<file path="src/rtl/led_scan_pkg.sv">
package led_scan_pkg;
  localparam int NUM_POS = 8;
  localparam int POS_W   = $clog2(NUM_POS);

  typedef logic [6:0] seg_t;

  typedef struct packed {
    logic       blank;
    logic [3:0] nib;
  } slot_src_t;

  // bit0 = a ... bit6 = g, active high
  function automatic seg_t bcd_glyph(input logic [3:0] d);
    seg_t g;
    case (d)
      4'd0: g = 7'h3F;
      4'd1: g = 7'h06;
      4'd2: g = 7'h5B;
      4'd3: g = 7'h4F;
      4'd4: g = 7'h66;
      4'd5: g = 7'h6D;
      4'd6: g = 7'h7D;
      4'd7: g = 7'h07;
      4'd8: g = 7'h7F;
      4'd9: g = 7'h6F;
      default: g = 7'h00;
    endcase
    return g;
  endfunction

  // Fixed left-to-right layout: HH _ MM _ LL
  function automatic slot_src_t pos_source(input logic [POS_W-1:0] p,
                                           input logic [7:0] hi,
                                           input logic [7:0] mid,
                                           input logic [7:0] lo);
    slot_src_t s;
    s.blank = 1'b0;
    s.nib   = 4'd0;
    case (p)
      3'd0: s.nib = hi[7:4];
      3'd1: s.nib = hi[3:0];
      3'd3: s.nib = mid[7:4];
      3'd4: s.nib = mid[3:0];
      3'd6: s.nib = lo[7:4];
      3'd7: s.nib = lo[3:0];
      default: s.blank = 1'b1;
    endcase
    return s;
  endfunction
endpackage

</file>
<file path="src/rtl/scan_timer.sv">
module scan_timer #(
  parameter int SUB_STEPS = 8,
  localparam int SUB_W = $clog2(SUB_STEPS),
  localparam int POS_W = led_scan_pkg::POS_W
) (
  input  logic             clk,
  input  logic             rst,
  input  logic             tick,
  output logic [SUB_W-1:0] sub_q,
  output logic [POS_W-1:0] pos_q
);
  localparam logic [SUB_W-1:0] SUB_LAST = SUB_W'(SUB_STEPS - 1);

  logic slot_end;
  assign slot_end = (sub_q == SUB_LAST);

  always_ff @(posedge clk) begin
    if (rst) begin
      sub_q <= '0;
      pos_q <= '0;
    end else if (tick) begin
      if (slot_end) begin
        sub_q <= '0;
        pos_q <= pos_q + POS_W'(1);
      end else begin
        sub_q <= sub_q + SUB_W'(1);
      end
    end
  end
endmodule

</file>
<file path="src/rtl/bright_ctrl.sv">
module bright_ctrl #(
  parameter int LVL_W = 3,
  localparam logic [LVL_W-1:0] LVL_MAX = {LVL_W{1'b1}}
) (
  input  logic             clk,
  input  logic             rst,
  input  logic             adj_en,
  input  logic             adj_key,
  output logic [LVL_W-1:0] level_q
);
  logic key_prev_q;
  logic key_rise;
  logic step_evt;

  function automatic logic [LVL_W-1:0] raise_level(input logic [LVL_W-1:0] l);
    return (l == LVL_MAX) ? LVL_W'(1) : l + LVL_W'(1);
  endfunction

  assign key_rise = adj_key & ~key_prev_q;
  assign step_evt = adj_en & key_rise;

  always_ff @(posedge clk) begin
    if (rst) begin
      key_prev_q <= 1'b0;
      level_q    <= LVL_MAX;
    end else begin
      key_prev_q <= adj_key;
      if (step_evt) level_q <= raise_level(level_q);
    end
  end
endmodule

</file>
<file path="src/rtl/digit_drive.sv">
module digit_drive #(
  parameter int W = 3,
  localparam int POS_W = led_scan_pkg::POS_W,
  localparam int NPOS  = led_scan_pkg::NUM_POS
) (
  input  logic [POS_W-1:0] pos,
  input  logic [W-1:0]     sub,
  input  logic [W-1:0]     level,
  input  logic [7:0]       hi,
  input  logic [7:0]       mid,
  input  logic [7:0]       lo,
  output logic [6:0]       seg,
  output logic [NPOS-1:0]  dig
);
  import led_scan_pkg::*;

  slot_src_t src;
  logic      lit;

  assign src = pos_source(pos, hi, mid, lo);
  assign lit = (sub <= level);

  always_comb begin
    dig = '0;
    seg = '0;
    if (lit) begin
      dig = NPOS'(1) << pos;
      if (!src.blank) seg = bcd_glyph(src.nib);
    end
  end
endmodule

</file>
<file path="src/rtl/led_scan_dimmer.sv">
module led_scan_dimmer #(
  parameter int SUB_STEPS = 8,
  localparam int SUB_W = $clog2(SUB_STEPS),
  localparam int POS_W = led_scan_pkg::POS_W
) (
  input  logic       clk,
  input  logic       rst,
  input  logic       tick,
  input  logic       adj_en,
  input  logic       adj_key,
  input  logic [7:0] fld_hi,
  input  logic [7:0] fld_mid,
  input  logic [7:0] fld_lo,
  output logic [6:0] seg_o,
  output logic [7:0] dig_o
);
  logic [SUB_W-1:0] sub_q;
  logic [POS_W-1:0] pos_q;
  logic [SUB_W-1:0] level_q;

  scan_timer #(.SUB_STEPS(SUB_STEPS)) u_timer (
    .clk(clk), .rst(rst), .tick(tick), .sub_q(sub_q), .pos_q(pos_q)
  );

  bright_ctrl #(.LVL_W(SUB_W)) u_bright (
    .clk(clk), .rst(rst), .adj_en(adj_en), .adj_key(adj_key), .level_q(level_q)
  );

  digit_drive #(.W(SUB_W)) u_drive (
    .pos(pos_q), .sub(sub_q), .level(level_q),
    .hi(fld_hi), .mid(fld_mid), .lo(fld_lo),
    .seg(seg_o), .dig(dig_o)
  );
endmodule

</file>
<file path="config.mk">
export PLATFORM = sky130hd
export DESIGN_NAME = led_scan_dimmer
export DESIGN_NICKNAME = d
export VERILOG_FILES = /design/src/rtl/led_scan_pkg.sv /design/src/rtl/scan_timer.sv /design/src/rtl/bright_ctrl.sv /design/src/rtl/digit_drive.sv /design/src/rtl/led_scan_dimmer.sv
export SDC_FILE = /design/constraint.sdc
export NUM_CORES = 1
export LEC_CHECK = 0
export ABC_AREA = 1
export BUFFER_PORTS_ARGS = -buffer_cell sky130_fd_sc_hd__buf_4
export CORE_MARGIN = 4
export CORE_UTILIZATION = 55
export CTS_BUF_LIST = sky130_fd_sc_hd__clkbuf_8
export CTS_CLUSTER_DIAMETER = 100
export DETAILED_ROUTE_END_ITERATION = 16
export PLACE_DENSITY = 0.95
export SLEW_MARGIN = 20
export SYNTH_ARGS = -nofsm -noshare
export SYNTH_HDL_FRONTEND = slang
export SYNTH_HIERARCHICAL = 1
export SYNTH_SLANG_ARGS = --single-unit
</file>
<file path="constraint.sdc">
create_clock -name clk -period 4.69 [get_ports clk]
set_clock_uncertainty 0.05 [all_clocks]
set_input_delay 0.469 -clock clk [delete_from_list [all_inputs] [get_ports clk]]
set_output_delay 0.469 -clock clk [all_outputs]
set_load 0.05 [all_outputs]
</file>
Word level (Yosys, flattened, before mapping)
Memory sizes are Yosys's and may differ from the RTL's.
Cells that the tools add are included.

storage, ports and cells
  bits in registers = 10
  input port bits = 29
  output and inout bits = 15
  memory bits (read-only) = 112
  memories kept = 1

memories
  memory            depth  width  read ports  clocked after Yosys merged registers in  write ports  RTL line            RTL
  (name not given)  16     7      1           0                                        0            led_scan_pkg.sv:15  case (d)

cells by class
  shift operators = 1
  reduce and logical (&&, ||, !) cells = 3
  add/sub/neg operators = 3
  muxes and demuxes = 6
  $lt $le $gt $ge = 1
  bitwise gates (word level) = 3
  equal/unequal tests = 7

operator list
  cell                   number
  $pmux W4 S6            1
  $eq A3 B3 Y1 const B   5
  $mux W7                2
  $add A3 B1 Y3 const B  3
  $mux W8                1
  $shl A1 B3 Y8 const A  1
  $mux W3                2
  $reduce_or A6 Y1       1
  $eq A3 B1 Y1 const B   1
  $eq A3 B2 Y1 const B   1
  $le A3 B3 Y1           1
  $logic_not A3 Y1       1
  $and A1 B1 Y1          2
  $reduce_and A2 Y1      1
  $not A1 Y1             1

Longest topological paths before layout
Gate-level depths: netlist of run 1.
An unclocked memory read counts as a cell.

  depth after elaboration = 5
  gate-level depth with buffers = 14
  gate-level depth less buffers = 13

Cells and area by module
The synthesis of run 1 kept the hierarchy.

modules (own cells, without submodules)
  module       cells each  area each (sq um)  instances  sequential area each (sq um)
  digit_drive  130         713.2              1          0.0
  scan_timer   38          291.5              1          120.1
  bright_ctrl  26          190.2              1          80.1

Worst setup path after synthesis of run 1
OpenSTA, ideal clock, no wires.

  path type = register to output
  from = register u_bright.level_q[2]
  to = output dig_o[0]
  stages on the path, launching flop included = 8
  buffers on the path = 0
  setup slack = 1604 ps
  required time = 4171 ps
  arrival time = 2567 ps
  cell sequence = dfxtp_1 inv_1 ha_1 a21oi_1 o21ai_0 nand2_1 clkinv_1 nor4_1

between the ends
  longest elaborated chain between the ends = 2

RTL lines
  element                 RTL line               RTL
  from (decl)             bright_ctrl.sv:9       output logic [LVL_W-1:0] level_q
  from (signal assigned)  bright_ctrl.sv:28      if (step_evt) level_q <= raise_level(level_q);
  $le A3 B3 Y1            digit_drive.sv:21      assign lit = (sub <= level);
  $mux W8                 digit_drive.sv:26      if (lit) begin
  to (decl)               led_scan_dimmer.sv:15  output logic [7:0] dig_o

Every way passes these cells.

Worst setup path after layout of run 1
  from = register u_timer.pos_q[2]
  to = output seg_o[3]

between the ends
  longest elaborated chain between the ends = 5
  elaborated cells on any way between the ends = 11
  classes of those cells = eq/ne (5); mux (3); reduce/logical (2); memory (1)

RTL lines
  element                               RTL line               RTL
  from (decl)                           scan_timer.sv:10       output logic [POS_W-1:0] pos_q
  from (signal assigned)                scan_timer.sv:24       pos_q <= pos_q + POS_W'(1);
  $eq A3 B3 Y1 (tied with other cells)  led_scan_pkg.sv:39     case (p)
  $pmux W4 S6                           led_scan_pkg.sv:39
  $mem_v2 Z16 W7                        --
  $mux W7 (*)                           digit_drive.sv:28      if (!src.blank) seg = bcd_glyph(src.nib);
  $mux W7 (*)                           digit_drive.sv:26
  to (decl)                             led_scan_dimmer.sv:14  output logic [6:0] seg_o,

Mark *: on every way between the ends. The rest lies on a longest branch, timed or not.

==> summary.txt, run 1 <==
RSZ-0062 raised after global routing: no
CTS tree: built
Ports: 44
Reg2reg path depth: 3
Required time of the worst setup path: 4.17 ns
Launching point of the worst reg2reg path: u_timer/pos_q[1]$_SDFFE_PP0P_
Worst Setup End Kind: output pin
Post-synth top cells: nand2_1 (41), nor2_1 (26), inv_1 (21)
Inserted Diodes: 0
Width of the chip: 54.6 um
Row cnt: 16
Root buf cell: clkbuf_8
Initial Utilization: 59.1%
Clock-pin slew on the worst setup and hold paths: 0.05 ns
Final net count: 277
Bufs and invs on worst path: 4
Max Slew Vio Count: 0
Slowest CP cell: dfxtp_1
Tcrit/Tclk final: 61.8%
Largest net degree at the start of global routing: 20
CTS Hold Bufs: 0
Max H-tree Level: 1
Initial DRC Count: 37
Pre-CTS WS: 2.05 ns
Post-Syn Instances: 194
DRC Markers: 0
R2R Setup Slk: 3.27 ns
Max Freq: 345 MHz
Post-cts sizing count: 0
Critical hold path startpoint: rst
Hold Path Class: in2reg
EDFF count, synth: 0
Initial antenna violation count: 0
Max Fanout on Critical Path: 19
Worst stage delay on the critical path: 0.76 ns
Port bufs: 43
Worst Hold Path Cells: 2
Pre-antenna DRT Iters: 4
Chip height: 54.6 um
CP Class: reg2out
Synth top area cells: dfxtp_1 (17%), nand2_1 (13%), ha_1 (12%), nor2_1 (8.2%), nand3_1 (8.0%)
Post-DP HPWL: 2380 um
Avg Cell Area, Syn: 6.16 sq um
Post-synth top flop: dfxtp_1
Most frequent cell after synthesis: nand2_1
Die area: 2980 sq um
Mapped cell area: 1190 sq um
Total GRT Usage: 22.0%
Top cell type's share of synthesized area: 16.8%
Critical Path Source Type: flip-flop
Period minus WS final: 2.90 ns
Setup TNS: 0 ns
Wire per inst: 11.2 um
Syn nets: 234
Area Overhead vs Synth: 30.1%
Headroom to the max-slew limit: 53.5%
Drt total wl: 2950 um
DR vias/cell: 5.04
Worst reg2reg path endpoint: u_timer/pos_q[1]$_SDFFE_PP0P_
Clk sinks: 10
Async SR Flop Fraction: 0%
Post-synthesis cell type count: 26
Layout cells sized above 1: 36.0%
Post-route ant nets: 0
YS warnings: 6
RePlAce Congestion: 0.839
Clk buf depth: 2
Sequential share of the synthesized area: 16.8%
Final Hold Fails: 0
Flip-flop and latch count after synthesis: 10
First-pass GRT wire length: 4840 um
Clock latency on the worst-skew pair: 0.24 ns
Largest area contributor in the netlist: dfxtp_1
Via count: 1,325
WP data arrival: 2.38 ns
Run status: finished clean
Hold endpoint: u_timer/pos_q[2]$_SDFFE_PP0P_
Setup slack after layout: 1.79 ns
Setup bufs post-CTS: 0
Core Box Area: 2020 sq um
Cell mode on critical path: nand2_1
Crit-path cells: inv_4, nor2_2, nand2_1, nand2_1, nor2_1, nand2_2, inv_2, ha_1, inv_1, nand2_1, nand2_1, a21oi_2, buf_4
Worst-margin pin slew: 0.697 ns
Power Dens Cells: 203 nW/um^2
Top cell family by delay on the critical path: flip-flops
Final setup fails: 0
Vias in the first global route: 1,171
Pleak: 0.856 nW
Final hold slack: 0.378 ns
GRT Residual Overflow: 0
Max VDD drop: 0.249 mV
Cts bufs inserted: 3
Maxcap violations: 0
logic make-up (layout without fill, tap and decap cells):
| logic type | Yosys count | after routing | share of synthesized area (%) |
|---|---|---|---|
| buffers and inverters | 37 | 79 | 14.7 |
| AO/OA/AOI/OAI | 13 | 13 | 6.91 |
| AND/OR/NAND/NOR | 123 | 123 | 50.2 |
| flip-flops | 10 | 10 | 16.8 |
| adder cells (fa/ha/maj) | 11 | 11 | 11.5 |
through the flow:
stage	area, sq um	utilization [%]	instances	power (mW)
6_report	1550	76.9	263	0.316
5_1_grt	1550	76.9	263	0.337
4_1_cts	1550	76.9	263	0.320
3_5_place_dp	1500	74.1	259	0.210
3_3_place_gp	1500	74.1	259	0.207
2_1_floorplan	1190	-	194	0.170
sequential cells by signal, summed over array words and instances, names as in the netlist:
signal,cells
u_bright/key_prev_q,1
u_bright/level_q,3
u_timer/pos_q,3
u_timer/sub_q,3
worst register-to-register path: stages, from the launching register on:
cell,delay [ns]
dfxtp_1,0.72
ha_1,0.36
o21ai_1,0.14
nor2_1,0.05
per-layer routing:
| layer | GRT usage (%) | vias to the layer above | share of wire (%) |
|---|---|---|---|
| met3 | 1.91 | 5 | 8.9 |
| met4 | 9.96 | 0 | 1.7 |
| li1 | - | 702 | - |
| met2 | 38.4 | 46 | 47 |
| met1 | 26.9 | 572 | 42 |
| met5 | 0 | - | 0 |
final cells by class:
class | count | area (sq um)
multi-input combinational | 147 | 820
fill | 151 | 468
timing repair buffer | 43 | 323
sequential | 10 | 200
inverter | 32 | 123
clock buffer | 4 | 55.1
tap | 27 | 33.8
report_power, final:
group / leakage [nW] / switching (mW) / total (mW) / internal, mW
clock: 0.0288 / 0.0336 / 0.107 / 0.0738
sequential: 0.0821 / 0.00410 / 0.0937 / 0.0896
combinational: 0.745 / 0.0698 / 0.115 / 0.0450
worst max path at each step:
stage | from | end | depth (start not counted)
finish | u_timer/pos_q[2]$_SDFFE_PP0P_ | seg_o[3] | 13
global route | u_timer/pos_q[1]$_SDFFE_PP0P_ | seg_o[3] | 13
CTS | u_timer/pos_q[2]$_SDFFE_PP0P_ | seg_o[3] | 13
detailed placement | u_timer/pos_q[2]$_SDFFE_PP0P_ | seg_o[3] | 13
global placement | u_timer/pos_q[2]$_SDFFE_PP0P_ | seg_o[3] | 13
floorplan | u_bright/level_q[2]$_SDFFE_PP1P_ | dig_o[0] | 7
layout by cell type (no fill, tap or decap), types with 2 or more instances in the layout:
| cell type | count |
|---|---|
| a21oi_1 | 3 |
| a21oi_2 | 3 |
| buf_4 | 43 |
| clkbuf_8 | 4 |
| dfxtp_1 | 10 |
| ha_1 | 11 |
| inv_1 | 21 |
| inv_2 | 9 |
| nand2_1 | 41 |
| nand2_2 | 8 |
| nand3_1 | 19 |
| nand3_2 | 3 |
| nand4_1 | 8 |
| nor2_1 | 26 |
| nor2_2 | 10 |
| nor3_1 | 3 |
| nor4_1 | 2 |
| o21ai_1 | 4 |
No activity file was read; power rests on OpenSTA's default activity.
==> run 2, diff against run 1 <==
--- a/config.mk
+++ b/config.mk
@@ -5,14 +5,14 @@
 export SDC_FILE = /design/constraint.sdc
 export NUM_CORES = 1
 export LEC_CHECK = 0
-export ABC_AREA = 1
+export ABC_AREA = 0
 export BUFFER_PORTS_ARGS = -buffer_cell sky130_fd_sc_hd__buf_4
 export CORE_MARGIN = 4
-export CORE_UTILIZATION = 55
+export CORE_UTILIZATION = 45
 export CTS_BUF_LIST = sky130_fd_sc_hd__clkbuf_8
 export CTS_CLUSTER_DIAMETER = 100
 export DETAILED_ROUTE_END_ITERATION = 16
-export PLACE_DENSITY = 0.95
+export PLACE_DENSITY = 0.89
 export SLEW_MARGIN = 20
 export SYNTH_ARGS = -nofsm -noshare
 export SYNTH_HDL_FRONTEND = slang
==> constraint.sdc (replaced) <==
create_clock -name clk -period 2.4 [get_ports clk]
set_clock_uncertainty 0.05 [all_clocks]
set_input_delay 0.24 -clock clk [delete_from_list [all_inputs] [get_ports clk]]
set_output_delay 0.24 -clock clk [all_outputs]
set_load 0.05 [all_outputs]
==> summary.txt, run 2 <==
Run status: finished, violations left
Failing checks: negative setup slack
R2R Setup Slk: 0.95 ns
Fillers: 139
Finished Cell Area: 1860 sq um
Post-DP HPWL: 2290 um
Width of the chip: 57.2 um
Post-synth top cells: nor2_1 (14), a21oi_1 (11), ha_1 (11)
DR vias/cell: 5.62
Required time of the worst setup path: 2.11 ns
Post-synthesis cell type count: 38
DP Area: 1540 sq um
Cts bufs inserted: 3
Critical Path Source Type: flip-flop
Layout cells sized above 1: 59.2%
Max Freq: 411 MHz
Async SR Flop Fraction: 0%
Row cnt: 17
CTS Hold Bufs: 0
Syn nets: 170
Final setup fails: 4
RSZ-0062 raised after global routing: yes
Most common cell after layout, fill and taps aside: buf_4
Avg Cell Area, Syn: 8.38 sq um
Root buf cell: clkbuf_8
Max VDD drop: 0.366 mV
Initial Utilization: 48.3%
YS warnings: 6
DRC Markers: 0
Drt total wl: 3550 um
Hold Path Class: in2reg
Via count: 1,231
Clock latency on the worst-skew pair: 0.24 ns
Worst-margin pin slew: 0.404 ns
Largest net degree at the start of global routing: 14
Biggest registers after layout: u_bright/level_q: 3 flops, u_timer/pos_q: 3 flops, u_timer/sub_q: 3 flops
Flip-flop and latch count after synthesis: 10
Post-route ant nets: 0
Core Box Area: 2250 sq um
Maxcap violations: 0
Clock-pin slew on the worst setup and hold paths: 0.05 ns
Most frequent cell after synthesis: nor2_1
Largest area contributor in the netlist: dfxtp_1
Clk sinks: 10
Worst stage delay on the critical path: 0.58 ns
Bufs and invs on worst path: 2
Power Dens Cells: 323 nW/um^2
Chip height: 57.2 um
Setup TNS: -0.0769 ns
Vias in the first global route: 1,213
Initial DRC Count: 17
Top cell type's share of synthesized area: 18.4%
Clk buf depth: 2
Headroom to the max-slew limit: 72.9%
Most frequent cells in the layout: buf_4 (52), nor2_1 (12), buf_6 (8)
Top cell family by delay on the critical path: multiplexers
Area Overhead vs Synth: 70.4%
Pre-CTS WS: 0.0430 ns
Post-synth top flop: dfxtp_1
Total GRT Usage: 19.1%
EDFF count, synth: 0
Pleak: 0.824 nW
Max Fanout on Critical Path: 6
Die area: 3270 sq um
Max H-tree Level: 1
Setup slack after layout: -0.0308 ns
CP Class: reg2out
Crit-path cells: buf_4, mux2i_1, mux4_2, or2_4, nand3_1, a21oi_2, buf_6
Wire per inst: 16.2 um
Period minus WS final: 2.43 ns
Pre-antenna DRT Iters: 4
Tcrit/Tclk final: 101%
Final net count: 232
Worst Setup End Kind: output pin
Ports: 44
Post-Syn Instances: 130
GRT Residual Overflow: 0
Inserted Diodes: 0
Sequential share of the synthesized area: 18.4%
First-pass GRT wire length: 5060 um
Max Slew Vio Count: 0
Port bufs: 43
Mapped cell area: 1090 sq um
CTS tree: built
Initial antenna violation count: 0
WP data arrival: 2.14 ns
Final Hold Fails: 0
Synth top area cells: dfxtp_1 (18%), ha_1 (13%), mux2i_1 (6.4%), buf_6 (5.2%), a21oi_1 (5.1%)
Slowest CP cell: mux4_2
RePlAce Congestion: 0.891
## run 2: kinds of logic (layout without fill, tap and decap cells)
| family | Yosys count | after routing | synth area share [%] |
|---|---|---|---|
| adder cells (fa/ha/maj) | 11 | 11 | 12.6 |
| XOR/XNOR | 1 | 1 | 0.804 |
| multiplexers | 13 | 13 | 15.0 |
| flip-flops | 10 | 10 | 18.4 |
| buffers and inverters | 14 | 75 | 8.27 |
| AND/OR/NAND/NOR | 57 | 57 | 30.0 |
| AO/OA/AOI/OAI | 24 | 24 | 14.9 |
## run 2: cell type report
cell class | count | area [sq um] | area share (%)
timing repair buffer | 64 | 531 | 28.6
tap | 28 | 35.0 | 1.89
clock inverter | 1 | 3.75 | 0.202
multi-input combinational | 106 | 1000 | 54.0
inverter | 7 | 28.8 | 1.55
clock buffer | 3 | 41.3 | 2.22
sequential | 10 | 214 | 11.5
## run 2: worst paths after layout
kind | from | endpoint | cells after the start
min reg2reg | u_timer/sub_q[1]$_SDFFE_PP0P_ | u_timer/sub_q[1]$_SDFFE_PP0P_ | 2
max | u_timer/pos_q[1]$_SDFFE_PP0P_ | seg_o[4] | 7
max reg2reg | u_timer/sub_q[0]$_SDFFE_PP0P_ | u_timer/sub_q[0]$_SDFFE_PP0P_ | 4
min | adj_key | u_bright/key_prev_q$_SDFF_PP0_ | 2
## run 2: power breakdown
part,total (mW),leakage (nW),switching [mW],internal [mW]
Sequential,0.177,0.0842,0.00616,0.171
Clock,0.177,0.0269,0.0655,0.112
Combinational,0.245,0.713,0.126,0.119
Total,0.599,0.824,0.198,0.401
## run 2: timing repair
item	CTS	global route
buffers inserted	5	9
pin swaps	6	13
hold endpoints to repair	0	0
resized for setup	18	28
setup endpoints to repair	7	7
## run 2: through the flow
stage / hold slack [ns] / utilization, % / power (mW) / cells
6_report: 0.197 / 82.4 / 0.599 / 219
5_1_grt: 0.220 / 82.4 / 0.629 / 219
4_1_cts: 0.200 / 74.6 / 0.576 / 210
3_5_place_dp: 0.443 / 68.4 / 0.383 / 201
3_3_place_gp: 0.428 / 68.4 / 0.375 / 201
2_1_floorplan: 0.249 / - / 0.309 / 130
## run 2: layer usage
metal,up-vias,global-route usage [%],part of all wire [%]
li1,587,-,-
met2,35,37.7,56
met3,11,2.26,4.1
met1,598,19.9,37
met4,0,8.28,2.1
met5,-,0,0
==> run 3, diff against run 2 <==
--- a/config.mk
+++ b/config.mk
@@ -12,6 +12,7 @@
 export CTS_BUF_LIST = sky130_fd_sc_hd__clkbuf_8
 export CTS_CLUSTER_DIAMETER = 100
 export DETAILED_ROUTE_END_ITERATION = 16
+export MAX_ROUTING_LAYER = met4
 export PLACE_DENSITY = 0.89
 export SLEW_MARGIN = 20
 export SYNTH_ARGS = -nofsm -noshare
==> summary.txt, run 3 (synthesis results as in run 2) <==
First-pass GRT wire length: 5100 um
Final net count: 228
Area Overhead vs Synth: 62.7%
Max Freq: 405 MHz
Max Slew Vio Count: 0
Ports: 44
Pleak: 0.793 nW
Headroom to the max-slew limit: 73.3%
Initial antenna violation count: 0
Max Fanout on Critical Path: 8
Max VDD drop: 0.355 mV
Run status: finished, violations left
GRT Residual Overflow: 0
Power Dens Cells: 348 nW/um^2
Worst stage delay on the critical path: 0.39 ns
Worst reg2reg path endpoint: u_timer/pos_q[2]$_SDFFE_PP0P_
RSZ-0062 raised after global routing: yes
DR vias/cell: 5.43
Worst-margin pin slew: 0.398 ns
Inserted Diodes: 0
Tcrit/Tclk final: 103%
Slowest CP cell: dfxtp_4
Launching point of the worst reg2reg path: u_timer/pos_q[0]$_SDFFE_PP0P_
Clock-pin slew on the worst setup and hold paths: 0.05 ns
Initial DRC Count: 30
Pre-antenna DRT Iters: 4
Hold Path Class: in2reg
Maxcap violations: 0
Root buf cell: clkbuf_8
Chip height: 57.2 um
Critical Path Source Type: flip-flop
Final Instance Count excl. Fillers: 215
Clk buf depth: 2
Worst Hold Path Cells: 2
Clock latency on the worst-skew pair: 0.23 ns
Total GRT Usage: 19.8%
WP data arrival: 2.18 ns
DRC Markers: 0
Power, Total: 0.617 mW
Width of the chip: 57.2 um
CP Class: reg2out
Layout cells sized above 1: 55.1%
Final setup fails: 5
Hold endpoint: u_bright/key_prev_q$_SDFF_PP0_
Setup slack after layout: -0.0718 ns
CTS tree: built
Post-DP HPWL: 2370 um
Row cnt: 17
Vias in the first global route: 1,222
Period minus WS final: 2.47 ns
Die area: 3270 sq um
Failing checks: negative setup slack
Largest net degree at the start of global routing: 14
Critical hold path startpoint: adj_key
Cts bufs inserted: 3
Post-route ant nets: 0
Clk sinks: 10
Final hold slack: 0.201 ns
Required time of the worst setup path: 2.11 ns
Via count: 1,167
Worst Setup End Kind: output pin
Cell mode on critical path: buf_6
Wire per inst: 15.1 um
Initial Utilization: 48.3%
Most common cell after layout, fill and taps aside: buf_4
Most frequent cells in the layout: buf_4 (49), nor2_1 (12), buf_6 (10)
Max H-tree Level: 1
Biggest registers after layout: u_bright/level_q: 3 flops, u_timer/pos_q: 3 flops, u_timer/sub_q: 3 flops
Drt total wl: 3240 um
Port bufs: 43
Crit-path cells: buf_6, mux2_4, a222oi_1, buf_4, and2_4, nor2_2, a311oi_4, buf_6
Final core utilization: 78.6%
Final Hold Fails: 0
Reg2reg path depth: 5
RePlAce Congestion: 0.779
R2R Setup Slk: 0.94 ns
Core Box Area: 2250 sq um
Placed insts: 203
## run 3: changes by cell type in the layout (fill, tap and decap cells not counted), sizes merged
cell,before,now
buf,64,59
clkbuf,3,5
inv,8,7
## run 3: layer usage
layer | wire length (um) | global-route usage (%) | part of all wire [%]
met1 | 1150 | 19.0 | 36
met2 | 1880 | 38.7 | 58
met3 | 149 | 1.58 | 4.6
met4 | 56 | 10.3 | 1.7
met5 | 0 | - | 0
## run 3: worst max path at each step
| stage | cells past startpoint | endpoint | start | slack [ns] |
|---|---|---|---|---|
| after floorplan | 7 | seg_o[2] | u_timer/pos_q[2]$_SDFFE_PP0P_ | -0.21 |
| after global placement | 9 | seg_o[6] | u_timer/pos_q[1]$_SDFFE_PP0P_ | 0.15 |
| after detailed placement | 6 | seg_o[3] | u_timer/pos_q[1]$_SDFFE_PP0P_ | -0.008 |
| after CTS | 7 | seg_o[4] | u_timer/pos_q[2]$_SDFFE_PP0P_ | 0.001 |
| after global routing | 8 | seg_o[2] | u_timer/pos_q[1]$_SDFFE_PP0P_ | -0.10 |
| final | 8 | seg_o[2] | u_timer/pos_q[1]$_SDFFE_PP0P_ | -0.07 |
## run 3: critical path, delay by kind of cell (launching register included)
| kind | cells | cell delay [ns] |
|---|---|---|
| AOI/OAI and AO/OA | 2 | 0.57 |
| buffers and inverters | 3 | 0.51 |
| DFF | 1 | 0.39 |
| muxes | 1 | 0.29 |
| and+or+nand+nor | 2 | 0.18 |
## run 3: final cells by class
cell class,count,area [sq um]
Clock buffer,4,55.1
Fill cell,147,482
Inverter,7,26.3
Multi-Input combinational cell,106,957
Sequential cell,10,214
Tap cell,28,35.0
Timing Repair Buffer,60,485
## run 3: repair_timing
action | in CTS | in global routing
hold buffers | 0 | 0
pin swaps | 4 | 10
buffers inserted | 6 | 2
gates resized for setup | 11 | 19
endpoints found under the setup margin | 7 | 7
## run 3: report_power, final
part / internal, mW / total, mW / switching [mW]
logic: 0.112 / 0.232 / 0.120
registers: 0.171 / 0.176 / 0.00589
clock network: 0.144 / 0.209 / 0.0645
## run 3: stage by stage
stage           TNS, ns  area [sq um]  setup slack (ns)
5_1_grt          -0.379          1770            -0.102
4_1_cts               0          1690          0.000959
3_5_place_dp   -0.00759          1560          -0.00759
2_1_floorplan    -0.432          1200            -0.209
6_report         -0.101          1770           -0.0718
3_3_place_gp          0          1560             0.149
